[config.mk]
export PLATFORM = sky130hd
export DESIGN_NAME = bus_grant_arbiter
export DESIGN_NICKNAME = d
export VERILOG_FILES = /design/src/rtl/arb_pkg.sv /design/src/rtl/arb_sync.sv /design/src/rtl/arb_window.sv /design/src/rtl/arb_fsm.sv /design/src/rtl/bus_grant_arbiter.sv
export SDC_FILE = /design/constraint.sdc
export NUM_CORES = 1
export LEC_CHECK = 0
export ABC_AREA = 1
export BUFFER_PORTS_ARGS = -buffer_cell sky130_fd_sc_hd__buf_2
export CAP_MARGIN = 15
export CORE_AREA = 2 2 39 41
export DETAILED_ROUTE_END_ITERATION = 8
export DIE_AREA = 0 0 41 43
export PLACE_DENSITY = 0.49
export SKIP_LAST_GASP = 1
export SLEW_MARGIN = 40
export SYNTH_ARGS = -nofsm -noshare
export SYNTH_HDL_FRONTEND = slang
export SYNTH_SLANG_ARGS = --single-unit
export TNS_END_PERCENT = 50
[constraint.sdc]
create_clock -name clk -period 1.6 [get_ports clk]
set_input_delay 0.24 -clock clk [delete_from_list [all_inputs] [get_ports clk]]
set_output_delay 0.24 -clock clk [all_outputs]
set_load 0.01 [all_outputs]
[src/rtl/arb_pkg.sv]
package arb_pkg;

    typedef enum logic [1:0] {
        ST_IDLE  = 2'd0,
        ST_HOLD  = 2'd1,
        ST_GRANT = 2'd2,
        ST_OWNED = 2'd3
    } arb_state_e;

    localparam int SYNC_IDX_REQ = 0;
    localparam int SYNC_IDX_ACK = 1;
    localparam int SYNC_LANES   = 2;

endpackage

[src/rtl/arb_sync.sv]
module arb_sync #(
    parameter int              WIDTH  = 2,
    parameter int              STAGES = 2,
    parameter logic [WIDTH-1:0] INVERT = '0
) (
    input  logic             clk,
    input  logic             rst_n,
    input  logic [WIDTH-1:0] async_i,
    output logic [WIDTH-1:0] sync_o
);
    localparam int LAST = STAGES - 1;

    logic [STAGES-1:0][WIDTH-1:0] chain_q;
    logic [WIDTH-1:0]             level;

    // Normalise pin polarity before the first flop so the chain is active-high.
    assign level = async_i ^ INVERT;

    generate
        if (STAGES == 1) begin : g_single
            always_ff @(posedge clk or negedge rst_n) begin
                if (!rst_n) chain_q <= '0;
                else        chain_q <= level;
            end
        end else begin : g_chain
            always_ff @(posedge clk or negedge rst_n) begin
                if (!rst_n) chain_q <= '0;
                else        chain_q <= {chain_q[STAGES-2:0], level};
            end
        end
    endgenerate

    assign sync_o = chain_q[LAST];

endmodule

[src/rtl/arb_window.sv]
module arb_window (
    input  logic clk,
    input  logic rst_n,
    input  logic cyc_start_i,
    input  logic addr_strobe_i,
    output logic open_o
);
    logic open_q;

    // The strobe wins over a start pulse sampled on the same edge.
    always_ff @(posedge clk or negedge rst_n) begin
        if (!rst_n)              open_q <= 1'b0;
        else if (addr_strobe_i)  open_q <= 1'b0;
        else if (cyc_start_i)    open_q <= 1'b1;
    end

    assign open_o = open_q;

    a_r4_strobe_closes: assert property (@(posedge clk) disable iff (!rst_n)
        addr_strobe_i |=> !open_o);

    a_r4_start_opens: assert property (@(posedge clk) disable iff (!rst_n)
        (cyc_start_i && !addr_strobe_i) |=> open_o);

endmodule

[src/rtl/arb_fsm.sv]
module arb_fsm
    import arb_pkg::*;
(
    input  logic clk,
    input  logic rst_n,
    input  logic req_s_i,
    input  logic ack_s_i,
    input  logic window_i,
    input  logic two_wire_i,
    output logic grant_o,
    output logic float_o
);
    arb_state_e state_q, state_d;
    logic       ack_v;

    // Two-wire operation sees the acknowledge as permanently negated.
    assign ack_v = ack_s_i & ~two_wire_i;

    always_comb begin
        state_d = state_q;
        unique case (state_q)
            ST_IDLE: begin
                if (req_s_i) state_d = window_i ? ST_HOLD : ST_GRANT;
            end
            ST_HOLD: begin
                state_d = req_s_i ? ST_GRANT : ST_IDLE;
            end
            ST_GRANT: begin
                if (ack_v)         state_d = ST_OWNED;
                else if (!req_s_i) state_d = ST_IDLE;
            end
            ST_OWNED: begin
                if (!ack_v) state_d = ST_IDLE;
            end
            default: state_d = ST_IDLE;
        endcase
    end

    always_ff @(posedge clk or negedge rst_n) begin
        if (!rst_n) state_q <= ST_IDLE;
        else        state_q <= state_d;
    end

    always_comb begin
        grant_o = 1'b0;
        float_o = 1'b0;
        unique case (state_q)
            ST_IDLE:  ;
            ST_HOLD:  ;
            ST_GRANT: begin
                grant_o = 1'b1;
                float_o = 1'b1;
            end
            ST_OWNED: float_o = 1'b1;
            default:  ;
        endcase
    end

    a_r2_prompt_grant: assert property (@(posedge clk) disable iff (!rst_n)
        (state_q == ST_IDLE && req_s_i && !window_i) |=> grant_o);

    a_r3_window_delay: assert property (@(posedge clk) disable iff (!rst_n)
        (state_q == ST_IDLE && req_s_i && window_i) |=> (!grant_o && state_q == ST_HOLD));

    a_r5_withdraw_no_grant: assert property (@(posedge clk) disable iff (!rst_n)
        (state_q == ST_HOLD && !req_s_i) |=> (!grant_o && !float_o));

    a_r6_ack_drops_grant: assert property (@(posedge clk) disable iff (!rst_n)
        (state_q == ST_GRANT && ack_s_i && !two_wire_i) |=> (!grant_o && float_o));

    a_r7_ack_release: assert property (@(posedge clk) disable iff (!rst_n)
        (state_q == ST_OWNED && !ack_s_i) |=> !float_o);

    a_r8_two_wire_hold: assert property (@(posedge clk) disable iff (!rst_n)
        (two_wire_i && grant_o && req_s_i) |=> grant_o);

    a_r8_two_wire_no_owned: assert property (@(posedge clk) disable iff (!rst_n)
        (two_wire_i && state_q != ST_OWNED) |=> state_q != ST_OWNED);

    a_r10_abandon_release: assert property (@(posedge clk) disable iff (!rst_n)
        (state_q == ST_GRANT && !req_s_i && !ack_s_i) |=> (!grant_o && !float_o));

endmodule

[src/rtl/bus_grant_arbiter.sv]
module bus_grant_arbiter
    import arb_pkg::*;
#(
    parameter int SYNC_STAGES    = 2,
    parameter bit REQ_ACTIVE_LOW = 1'b0,
    parameter bit ACK_ACTIVE_LOW = 1'b0
) (
    input  logic clk,
    input  logic rst_n,
    input  logic bus_req_i,
    input  logic bus_ack_i,
    input  logic addr_strobe_i,
    input  logic cyc_start_i,
    input  logic two_wire_i,
    output logic bus_grant_o,
    output logic float_en_o,
    output logic bus_hiz_o
);
    localparam logic [SYNC_LANES-1:0] POL_MASK = {ACK_ACTIVE_LOW, REQ_ACTIVE_LOW};

    logic [SYNC_LANES-1:0] raw_pins;
    logic [SYNC_LANES-1:0] synced;
    logic                  window;

    assign raw_pins[SYNC_IDX_REQ] = bus_req_i;
    assign raw_pins[SYNC_IDX_ACK] = bus_ack_i;

    arb_sync #(
        .WIDTH  (SYNC_LANES),
        .STAGES (SYNC_STAGES),
        .INVERT (POL_MASK)
    ) u_sync (
        .clk     (clk),
        .rst_n   (rst_n),
        .async_i (raw_pins),
        .sync_o  (synced)
    );

    arb_window u_window (
        .clk           (clk),
        .rst_n         (rst_n),
        .cyc_start_i   (cyc_start_i),
        .addr_strobe_i (addr_strobe_i),
        .open_o        (window)
    );

    arb_fsm u_fsm (
        .clk        (clk),
        .rst_n      (rst_n),
        .req_s_i    (synced[SYNC_IDX_REQ]),
        .ack_s_i    (synced[SYNC_IDX_ACK]),
        .window_i   (window),
        .two_wire_i (two_wire_i),
        .grant_o    (bus_grant_o),
        .float_o    (float_en_o)
    );

    assign bus_hiz_o = float_en_o & ~addr_strobe_i;

    a_r1_idle_after_reset: assert property (@(posedge clk)
        !rst_n |=> (!bus_grant_o && !float_en_o));

    a_r9_strobe_blocks_release: assert property (@(posedge clk) disable iff (!rst_n)
        addr_strobe_i |-> !bus_hiz_o);

endmodule

=== Word level (Yosys, flattened, before mapping) ===
Cells that the tools add are included.

* Reductions and logical operators: 4
* Multiplexer cells: 11
* Equal/unequal tests: 6
* Bitwise gates (word level): 4

{| class="wikitable"
|+ Operators by type and width
! cell !! number
|-
| $mux W2 || 6
|-
| $pmux W2 S4 || 1
|-
| $eq A2 B2 Y1 const B || 2
|-
| $mux W1 || 4
|-
| $ne A2 B2 Y1 const B || 2
|-
| $ne A3 B2 Y1 const B || 1
|-
| $reduce_and A3 Y1 || 1
|-
| $and A1 B1 Y1 || 2
|-
| $eq A2 B1 Y1 const B || 1
|-
| $logic_not A2 Y1 || 1
|-
| $not A1 Y1 || 2
|-
| $reduce_bool A2 Y1 || 1
|-
| $reduce_or A2 Y1 || 1
|}

* Flip-flop bits (word level): 7
* Logic and storage cells: 29
* Input port bits: 7

=== Logic depth before layout (Yosys ltp) ===
* Depth after elaboration: 4
* Depth in mapped cells: 7

=== Cells and area by module ===
A second synthesis with hierarchy kept.

* Cell total of the unflattened synthesis: 43
* Area, all modules: 342.8 sq um

{| class="wikitable"
|+ By module, submodules not included
! module !! instances !! area each (sq um) !! cells an instance
|-
| arb_fsm || 1 || 185.2 || 32
|-
| arb_sync || 1 || 115.1 || 6
|-
| arb_window || 1 || 32.5 || 3
|-
| bus_grant_arbiter || 1 || 10.0 || 2
|}

=== Worst setup path before layout ===
OpenSTA, ideal clock, no wires.

* Path kind: register to register
* Start: reg u_fsm.state_q[1]
* End: reg u_fsm.state_q[1]
* Cell stages (with the launch flop): 7
* Path buffers: 0
* Setup slack: 695 ps
* Period minus slack after synthesis: 905 ps
* Data required time: 1483 ps
* Data arrival time: 788 ps
* Cells stage by stage: dfrtp_1 -> nand2_1 -> inv_2 -> nand2_1 -> nand3_1 -> nand2_1 -> nand2_1

* Cells in the longest elaborated chain, start to end: 3
* Elaborated cells between the ends (all ways): 9
* Classes of those cells: eq/ne (6); mux (1); reduce/logical (2)

{| class="wikitable"
|+ RTL lines
! what !! line !! source
|-
| start: declaration || arb_fsm.sv:13 || <nowiki>arb_state_e state_q, state_d;</nowiki>
|-
| start signal: assignment || arb_fsm.sv:41 || <nowiki>else state_q <= state_d;</nowiki>
|-
| $eq A2 B2 Y1 / $logic_not A2 Y1 (equally long branches) || arb_fsm.sv:21 || <nowiki>unique case (state_q)</nowiki>
|-
| $ne A3 B2 Y1 (no line) / $ne A2 B2 Y1 (equally long branches) || -- ||
|-
| $reduce_and A3 Y1 (no line) || -- ||
|}

Parallel ways exist; a longest one is shown, timed or not.
A chain may end at the register's enable or synchronous reset.

=== Worst setup path after layout ===
* Start: reg u_fsm.state_q[0]
* End: out bus_grant_o

* Cells in the longest elaborated chain, start to end: 2

{| class="wikitable"
|+ RTL lines
! what !! line !! source
|-
| $eq A2 B2 Y1 || arb_fsm.sv:47 || <nowiki>unique case (state_q)</nowiki>
|-
| $mux W1 || arb_fsm.sv:47 ||
|-
| end: declaration || bus_grant_arbiter.sv:15 || <nowiki>output logic bus_grant_o,</nowiki>
|}

Every way passes these cells.

==> impl_metrics.json <==
{
  "cp.required_ps": 1360,
  "clock-sinks": 7,
  "combPwrFrac": 0.349,
  "hold_violations": 0,
  "insertion_delay_ps": 240,
  "grt-ovfl-total": 0,
  "yosysWarnings": 0,
  "setup_violations": 0,
  "routedWlPerCell_um": 6.63,
  "grt_first_pass_wirelength_um": 890,
  "arrival_ps": 1010,
  "p_switching_mw": 0.204,
  "rows": 14,
  "drc_errors": 0,
  "cts_buffers": 3,
  "slew_violations": 0,
  "period_needed_ps": 1250,
  "drtAntennaViolNets": 0,
  "max_freq_mhz": 802,
  "p_sw_frac": 0.350,
  "drt_pass1_iterations": 2,
  "slew_headroom": 0.899,
  "path_clk_slew_ps": 50,
  "grt_util_all_layers": 0.0793,
  "tightest_slew_ps": 152,
  "synth_area_per_cell_sq_um": 7.51,
  "fillCellCount": 157,
  "dieWidth_um": 41,
  "yosys-top-cells-area": "dfrtp_1 57%, nand2_1 16%, nor2_1 9.8%",
  "layout_common_cells": "13 x nand2_1, 9 x buf_2, 8 x nor2_1",
  "final_nets": 62,
  "p_int_mw": 0.378,
  "root_buffer": "clkbuf_4",
  "power.density_nw_per_um2": 1440,
  "fp.dieH_um": 43,
  "critPathKind": "reg -> out",
  "timing.critical_path.from_type": "flip-flop",
  "status": "complete, no violations",
  "place_congestion": 0.713,
  "syn_inst": 41,
  "path_max_fanout": 3,
  "p_clk_frac": 0.260,
  "grt_max_degree": 8,
  "wl_um": 464,
  "synth_top_area_share": 0.569,
  "drt_iter0_drc": 1,
  "coreArea_sq_um": 1380,
  "vdd_drop_max_mv": 0.414,
  "mostFrequentLayoutCell": "nand2_1",
  "h-tree-depth": 1,
  "vias_per_cell": 3.81,
  "cts_tree": "done",
  "top_level_ports": 10,
  "grt_pass1_vias": 249,
  "p_seq_frac": 0.391,
  "area_delta_synth_final_pct": 31.7,
  "drive_gt1_frac": 0.241,
  "synth_seq_area_share": 0.569,
  "vias": 267,
  "hold_slack_ps": 100,
  "die_area_sq_um": 1760,
  "skew_ps": 3.24,
  "hold_class": "in -> reg",
  "worst_setup_path_end_kind": "primary output",
  "antenna_cells": 0,
  "rsz0062_at_grt": "false",
  "cts_setup_buffers": 0,
  "synth_cell_type_count": 7,
  "dp_hpwl_um": 409,
  "start_util": 0.222,
  "drv_cap": 0,
  "finalCritPeriodShare": 0.779,
  "port_buffers": 9,
  "leakagePower_nw": 0.237,
  "antenna_found_initial": 0,
  "syn_area_sq_um": 308,
  "fin_setup_tns_ps": 0,
  "yosys.area.top_type": "dfrtp_1",
  "synth-seq-cells": 7,
  "clock_path_buffers": 2,
  "syn_nets": 48
}
[worst paths after layout]
check	from	end	slack, ps	cells after the start
max	u_fsm.state_q[0]	bus_grant_o	350	4
max reg2reg	u_fsm.state_q[1]	u_fsm.state_q[1]	630	6
max in group asynchronous	rst_n	u_window.open_o	1090	2
min reg2reg	u_sync.chain_q[1]	u_sync.sync_o[1]	350	0
min in group asynchronous	rst_n	u_sync.sync_o[1]	360	2
min	bus_req_i	u_sync.chain_q[0]	100	1
[power by group through the flow]
stage	Sequential [mW]	Combinational, mW	Clock, mW
after floorplan	0.227	0.150	0
after global placement	0.229	0.212	0
after detailed placement	0.231	0.208	0
after CTS	0.228	0.210	0.162
after global routing	0.233	0.237	0.168
final	0.228	0.203	0.152
[registers in the layout, summed over array words and instances (netlist names)]
name and cells:
u_fsm.state_q 2, u_sync.chain_q 2, u_sync.sync_o 2, u_window.open_o 1
[routing by layer]
metal,up-vias,part of all wire,track usage
li1,145,-,-
met1,118,0.39,0.0772
met2,4,0.59,0.125
met3,0,0.026,0.0314
met4,0,0,0.0600
met5,-,0,0
[cell type report]
class                      instances  area (sq um)  share of cell area
clock buffer                       4          26.3              0.0648
tap                               16          20.0              0.0494
inverter                           8          30.0              0.0741
multi-input combinational         25          98.8               0.244
sequential                         7           175               0.432
timing repair buffer              10          55.1               0.136
[worst max-delay path: stages (launching register included)]
cell and delay, ps:
dfrtp_1 380, inv_1 100, nand2_1 100, inv_2 70, buf_2 120
[what timing repair did]
item	in CTS	in global routing
hold buffers	1	0
setup endpoints to repair	0	0
resized for setup	0	0
hold endpoints to repair	7	0
[cell usage after synthesis]
master	number
nand3_1	4
dfrtp_1	7
nand2_1	13
inv_1	7
inv_2	1
nor2_1	8
clkbuf_1	1
[metrics by stage]
step                      power, mW  utilization  worst slack [ps]  cell area [sq um]  cells
after floorplan               0.376            -               695                308     41
after global placement        0.441        0.267               601                369     65
after detailed placement      0.439        0.267               603                369     65
after CTS                     0.600        0.293               332                405     70
after global routing          0.638        0.293               276                405     70
final                         0.582        0.293               353                405     70
[cells by family after synthesis]
group / share of synthesized area
flip-flops: 0.569
buffers and inverters: 0.110
AND/OR/NAND/NOR: 0.321
Power figures use the tool's default switching activity.
